`config.mk`:
```
export PLATFORM = sky130hd
export DESIGN_NAME = mdio_page_bridge
export DESIGN_NICKNAME = d
export VERILOG_FILES = /design/src/rtl/mpb_pkg.sv /design/src/rtl/mpb_decode.sv /design/src/rtl/mpb_stage.sv /design/src/rtl/mpb_bus_seq.sv /design/src/rtl/mdio_page_bridge.sv
export SDC_FILE = /design/constraint.sdc
export NUM_CORES = 1
export LEC_CHECK = 0
export BUFFER_PORTS_ARGS = -buffer_cell sky130_fd_sc_hd__buf_2
export CORE_MARGIN = 4
export CORE_UTILIZATION = 45
export CTS_CLUSTER_DIAMETER = 150
export DETAILED_ROUTE_END_ITERATION = 8
export PLACE_DENSITY = 0.72
export SYNTH_ARGS = -nofsm -noshare
export SYNTH_HDL_FRONTEND = slang
export SYNTH_HIERARCHICAL = 1
export SYNTH_SLANG_ARGS = --single-unit
```
`constraint.sdc`:
```
create_clock -name clk -period 3.4 [get_ports clk]
set_clock_uncertainty 0.1 [all_clocks]
set_input_delay 0.68 -clock clk [delete_from_list [all_inputs] [get_ports clk]]
set_output_delay 0.68 -clock clk [all_outputs]
set_load 0.01 [all_outputs]
```
`src/rtl/mpb_pkg.sv`:
```
package mpb_pkg;
   typedef enum logic [2:0] {
      ACC_NONE,
      ACC_PAGE_WR,
      ACC_PAGE_RD,
      ACC_LO_WR,
      ACC_LO_RD,
      ACC_HI_WR,
      ACC_HI_RD,
      ACC_VOID_RD
   } acc_e;
endpackage

```
`src/rtl/mpb_decode.sv`:
```
module mpb_decode
   import mpb_pkg::*;
#(
   parameter int          REG_W    = 5,
   parameter int          SLOT_W   = 4,
   parameter logic [4:0]  PHY_ADDR = 5'h1f,
   parameter logic [4:0]  PAGE_REG = 5'h1f,
   parameter logic [4:0]  HIGH_REG = 5'h10
) (
   input  logic             valid,
   input  logic             ready,
   input  logic             write,
   input  logic [4:0]       phy,
   input  logic [REG_W-1:0] regn,
   output acc_e             acc
);
   localparam int NSLOT = 1 << SLOT_W;

   logic hit;
   assign hit = valid && ready && (phy == PHY_ADDR);

   always_comb begin
      acc = ACC_NONE;
      if (hit) begin
         if (regn == PAGE_REG)             acc = write ? ACC_PAGE_WR : ACC_PAGE_RD;
         else if (regn == HIGH_REG)        acc = write ? ACC_HI_WR   : ACC_HI_RD;
         else if (int'(regn) < NSLOT)      acc = write ? ACC_LO_WR   : ACC_LO_RD;
         else if (!write)                  acc = ACC_VOID_RD;
      end
   end
endmodule

```
`src/rtl/mpb_stage.sv`:
```
module mpb_stage
   import mpb_pkg::*;
#(
   parameter int MG_W   = 16,
   parameter int PAGE_W = 10,
   parameter int SLOT_W = 4
) (
   input  logic              clk,
   input  logic              rst_n,
   input  acc_e              acc,
   input  logic [MG_W-1:0]   wdata,
   input  logic [SLOT_W-1:0] slot_in,
   input  logic              rd_done,
   input  logic [MG_W-1:0]   rd_upper,
   output logic [PAGE_W-1:0] page_q,
   output logic [SLOT_W-1:0] slot_q,
   output logic [MG_W-1:0]   lo_q,
   output logic [MG_W-1:0]   hi_q
);
   always_ff @(posedge clk or negedge rst_n) begin
      if (!rst_n) begin
         page_q <= '0;
         slot_q <= '0;
         lo_q   <= '0;
         hi_q   <= '0;
      end else begin
         if (acc == ACC_PAGE_WR) page_q <= wdata[PAGE_W-1:0];
         if (acc == ACC_LO_WR) begin
            lo_q   <= wdata;
            slot_q <= slot_in;
         end
         if (rd_done) hi_q <= rd_upper;
      end
   end
endmodule

```
`src/rtl/mpb_bus_seq.sv`:
```
module mpb_bus_seq
   import mpb_pkg::*;
#(
   parameter int MG_W   = 16,
   parameter int PAGE_W = 10,
   parameter int SLOT_W = 4,
   parameter int ADDR_W = 32
) (
   input  logic              clk,
   input  logic              rst_n,
   input  acc_e              acc,
   input  logic [MG_W-1:0]   wdata,
   input  logic [SLOT_W-1:0] slot_in,
   input  logic [PAGE_W-1:0] page_q,
   input  logic [SLOT_W-1:0] slot_q,
   input  logic [MG_W-1:0]   lo_q,
   input  logic [MG_W-1:0]   hi_q,
   input  logic [2*MG_W-1:0] ib_rdata,
   input  logic              ib_ack,
   output logic              ib_req,
   output logic              ib_we,
   output logic [ADDR_W-1:0] ib_addr,
   output logic [2*MG_W-1:0] ib_wdata,
   output logic [MG_W-1:0]   mg_rdata,
   output logic              rd_done
);
   localparam int BASE_W = PAGE_W + SLOT_W + 2;

   logic [SLOT_W-1:0] slot_sel;
   logic [BASE_W-1:0] base;
   logic [ADDR_W-1:0] addr_nxt;
   logic              done;

   assign slot_sel = (acc == ACC_LO_RD) ? slot_in : slot_q;
   assign base     = {page_q, slot_sel, 2'b00};

   generate
      if (ADDR_W > BASE_W) begin : g_pad
         assign addr_nxt = {{(ADDR_W-BASE_W){1'b0}}, base};
      end else begin : g_exact
         assign addr_nxt = base;
      end
   endgenerate

   assign done    = ib_req && ib_ack;
   assign rd_done = done && !ib_we;

   always_ff @(posedge clk or negedge rst_n) begin
      if (!rst_n) begin
         ib_req   <= 1'b0;
         ib_we    <= 1'b0;
         ib_addr  <= '0;
         ib_wdata <= '0;
         mg_rdata <= '0;
      end else if (done) begin
         ib_req <= 1'b0;
         if (!ib_we) mg_rdata <= ib_rdata[MG_W-1:0];
      end else begin
         unique case (acc)
            ACC_HI_WR: begin
               ib_req   <= 1'b1;
               ib_we    <= 1'b1;
               ib_addr  <= addr_nxt;
               ib_wdata <= {wdata, lo_q};
            end
            ACC_LO_RD: begin
               ib_req  <= 1'b1;
               ib_we   <= 1'b0;
               ib_addr <= addr_nxt;
            end
            ACC_PAGE_RD: mg_rdata <= {{(MG_W-PAGE_W){1'b0}}, page_q};
            ACC_HI_RD:   mg_rdata <= hi_q;
            ACC_VOID_RD: mg_rdata <= '0;
            default: ;
         endcase
      end
   end
endmodule

```
`src/rtl/mdio_page_bridge.sv`:
```
module mdio_page_bridge
   import mpb_pkg::*;
#(
   parameter int          MG_W     = 16,
   parameter int          REG_W    = 5,
   parameter int          PAGE_W   = 10,
   parameter int          SLOT_W   = 4,
   parameter int          ADDR_W   = 32,
   parameter logic [4:0]  PHY_ADDR = 5'h1f,
   parameter logic [4:0]  PAGE_REG = 5'h1f,
   parameter logic [4:0]  HIGH_REG = 5'h10
) (
   input  logic              clk,
   input  logic              rst_n,
   input  logic              mg_valid,
   input  logic              mg_write,
   input  logic [4:0]        mg_phy,
   input  logic [REG_W-1:0]  mg_reg,
   input  logic [MG_W-1:0]   mg_wdata,
   output logic [MG_W-1:0]   mg_rdata,
   output logic              mg_ready,
   output logic              ib_req,
   output logic              ib_we,
   output logic [ADDR_W-1:0] ib_addr,
   output logic [2*MG_W-1:0] ib_wdata,
   input  logic [2*MG_W-1:0] ib_rdata,
   input  logic              ib_ack
);
   localparam int DATA_W = 2 * MG_W;
   localparam int BASE_W = PAGE_W + SLOT_W + 2;

   generate
      if (PAGE_W >= MG_W)          begin : g_chk_page $error("page field must be narrower than a management word"); end
      if (ADDR_W < BASE_W)         begin : g_chk_addr $error("internal address too narrow for page and slot"); end
      if ((1 << SLOT_W) > int'(HIGH_REG)) begin : g_chk_slot $error("slot registers overlap the high-half register"); end
      if (REG_W != 5)              begin : g_chk_reg  $error("register number must be 5 bits"); end
   endgenerate

   acc_e              acc;
   logic [PAGE_W-1:0] page_q;
   logic [SLOT_W-1:0] slot_q;
   logic [MG_W-1:0]   lo_q;
   logic [MG_W-1:0]   hi_q;
   logic              rd_done;

   assign mg_ready = !ib_req;

   mpb_decode #(
      .REG_W(REG_W), .SLOT_W(SLOT_W), .PHY_ADDR(PHY_ADDR),
      .PAGE_REG(PAGE_REG), .HIGH_REG(HIGH_REG)
   ) u_decode (
      .valid(mg_valid), .ready(mg_ready), .write(mg_write),
      .phy(mg_phy), .regn(mg_reg), .acc(acc)
   );

   mpb_stage #(.MG_W(MG_W), .PAGE_W(PAGE_W), .SLOT_W(SLOT_W)) u_stage (
      .clk(clk), .rst_n(rst_n), .acc(acc), .wdata(mg_wdata),
      .slot_in(mg_reg[SLOT_W-1:0]), .rd_done(rd_done),
      .rd_upper(ib_rdata[DATA_W-1:MG_W]),
      .page_q(page_q), .slot_q(slot_q), .lo_q(lo_q), .hi_q(hi_q)
   );

   mpb_bus_seq #(.MG_W(MG_W), .PAGE_W(PAGE_W), .SLOT_W(SLOT_W), .ADDR_W(ADDR_W)) u_seq (
      .clk(clk), .rst_n(rst_n), .acc(acc), .wdata(mg_wdata),
      .slot_in(mg_reg[SLOT_W-1:0]), .page_q(page_q), .slot_q(slot_q),
      .lo_q(lo_q), .hi_q(hi_q), .ib_rdata(ib_rdata), .ib_ack(ib_ack),
      .ib_req(ib_req), .ib_we(ib_we), .ib_addr(ib_addr), .ib_wdata(ib_wdata),
      .mg_rdata(mg_rdata), .rd_done(rd_done)
   );
endmodule

```
==> out/metrics.cfg <==
[status]
status=completed

[cells_and_area]
area_delta_synth_final_pct=16.62
nets=526
final_cells=606
fill_cells=937
layout-drive-gt1-share_pct=47.64
antenna_cells=0
utilization_pct=53.52

[clock_tree]
cts_sinks=110
postCtsSetupBuffers=0
holdBufCountCts=0
cts_buffers=9
cts.clk_slew.worst_paths_ps=110
h-tree-depth=3
cts_max_path_buffers=2
cts_resized=0
insertion_delay_ps=380
cts_tree=done
cts.root.buffer_cell=clkbuf_8

[timing]
fin_setup_tns_ps=0
worstMarginPinSlew_ps=720.8
rsz0062_at_grt=false
setup_viol=0
slew_violations=0
setup_ws_ps=804.8
relSlewSlack_pct=51.95
finalCritPeriodShare_pct=76.33
fin_crit_ps=2595
hold_viol=0
fmax_mhz=385.3
holdWs_ps=252.6

[synthesis]
synth-seq-cells=110
ys_warn_count=6
avgSynthCellArea_um2=14.57
yosysUniqueCellTypes=42
netlist_instances=340
synth_largest_area_cell=dfrtp_1
syn_area_um2=4954
synth_top_area_share_pct=55.57
synth.area.top_cells=dfrtp_1 56%, mux2_2 8.6%, mux2_1 6.8%
synth-edff-count=0
ys.flop_type=dfrtp_1
async_reset_ff_share_pct=100.0
yosysSeqAreaShare_pct=55.57

[power]
ir_worst_vdd_v=0.0003216
p_leak_nw=3.214
p_per_area_nw_per_um2=425.8

[critical_path]
crit_buf_inv=2
r2r_slack_ps=800
required_ps=3570
startpoint=u_seq/ib_req
r2r-end=u_seq/ib_wdata[22]
slowest_delay_ps=550
path_depth=7
cpLargestDelayFamily=simple AND/OR/NAND/NOR gates
crit_arrival_ps=2760
endpoint=u_seq/ib_wdata[22]
start_kind=flip-flop
worstPathMaxFanout=33
rr_startpoint=u_seq/ib_req
critical_path_class=reg -> reg
worstPathCellList=inv_1, nand4_1, nor3_1, buf_4, nor2b_4, nand3_4, mux2_1
crit_path_top_delay_cell=dfrtp_1
cp-end-kind=flip-flop
rr_worst_depth=7

[flow_run]
drv_cap=0

[drt]
vias=3158
wl_per_cell_um=17.50
dr.pass1.iters=4
ant_nets=0
vias_per_cell=5.211
wirelength_mm=10.61
route.detailed.drc=0
dr.first_iter.drc_count=124

[floorplanning]
dieArea_um2=12750
core_um2=10790
ios=146
initial_core_util_pct=45.90
die_x_um=112.9
rows=38
die_h_um=112.9

[global_route]
grt_pass1_wl_mm=17.49
grt_pass1_vias=3346
grt_usage_pct=17.52
antenna_found_initial=0
grt_max_degree=111
grt_overflow=0

[placement]
io_buffers=127
place_inst=590
hpwl_mm=7.505
place_ws_ps=452.0
gp_congestion=0.8382

[min_path]
hp-class=in -> async

[synth_stat cells (2+ instances only)]
cell / count
a221oi_1: 6
a221oi_2: 4
a31oi_1: 6
a32oi_1: 10
and3_1: 8
buf_2: 8
buf_4: 19
buf_6: 9
clkbuf_1: 2
dfrtp_1: 110
ha_1: 2
inv_1: 8
mux2_1: 30
mux2_2: 38
mux2_4: 20
mux2i_1: 12
nand2_1: 2
nand2b_1: 2
nor2_1: 2
nor3_1: 2
nor3b_2: 2
o21ai_0: 9
o2bb2ai_1: 10
[registers in the layout (all words and copies together) (netlist names)]
name / flops
u_seq/ib_wdata: 32
u_seq/mg_rdata: 16
u_stage/hi_q: 16
u_stage/lo_q: 16
u_seq/ib_addr: 14
u_stage/page_q: 10
u_stage/slot_q: 4
u_seq/ib_req: 1
u_seq/ib_we: 1
[placed cells by master, fill, tap and decap left out, types with 3 or more instances in the layout]
cell,synthesis,routed
clkbuf_8,0,9
mux2i_1,12,12
a32oi_1,10,10
dfrtp_1,110,110
buf_2,8,126
a221oi_2,4,4
mux2_2,38,38
a31oi_1,6,6
o2bb2ai_1,10,10
inv_1,8,8
buf_4,19,5
mux2_1,30,30
mux2_4,20,20
clkinvlp_4,0,3
a221oi_1,6,6
and3_1,8,8
conb_1,1,18
o21ai_0,9,9
[power by group]
group,total [mW],internal (mW),switching (mW)
clock,0.751,0.281,0.470
combinational,0.260,0.130,0.130
sequential,1.45,1.39,0.0572
[worst min-delay path by stage]
stage | from | to | slack, ps
3_3_place_gp | u_stage/lo_q[13] | u_seq/ib_wdata[13] | 360
2_1_floorplan | rst_n | u_seq/ib_addr[10] | 280
4_1_cts | rst_n | u_stage/hi_q[7] | 260
6_report | rst_n | u_stage/hi_q[7] | 250
5_1_grt | rst_n | u_stage/hi_q[15] | 290
3_5_place_dp | u_stage/lo_q[2] | u_seq/ib_wdata[2] | 380
[per-stage QoR]
stage | power [mW] | area [um^2]
2_1_floorplan | 1.609 | 5017
3_3_place_gp | 1.732 | 5585
3_5_place_dp | 1.741 | 5585
4_1_cts | 2.505 | 5777
5_1_grt | 2.588 | 5777
6_report | 2.460 | 5777
[area by class of cell]
type / instances / area (um^2) / area share (%)
inverters: 9 / 33.78 / 0.5848
clock buffers: 9 / 123.9 / 2.144
well taps: 140 / 175.2 / 3.032
clock inverters: 7 / 67.56 / 1.170
flip-flops and latches: 110 / 2753 / 47.65
repair buffers: 132 / 688.2 / 11.91
multi-input cells: 199 / 1936 / 33.51
[per-layer routing]
metal  share of wire, %  routed length [um]  track usage, %  up-vias
met5                  0                   0               0        -
met4                1.0                 106           4.567        0
met3                8.3                 875           6.684       12
met2                 49                5169           28.36      112
met1                 42                4453           22.25     1590
li1                   -                   -               -     1444
[worst reg2reg max path: stages, from the launching register on]
cell	delay [ps]
dfrtp_1	550
inv_1	140
nand4_1	170
nor3_1	240
buf_4	190
nor2b_4	190
nand3_4	400
mux2_1	520
[kinds of logic after synthesis]
kind of cell / count (synthesis) / share of synthesized area, %
simple gates: 31 / 5.077
mux: 100 / 23.95
other cells: 1 / 0.07570
fa+ha+maj: 2 / 0.5051
buf+inv: 48 / 6.643
flops: 110 / 55.57
compound gates: 48 / 8.184
No activity file was read; power rests on OpenSTA's default activity.
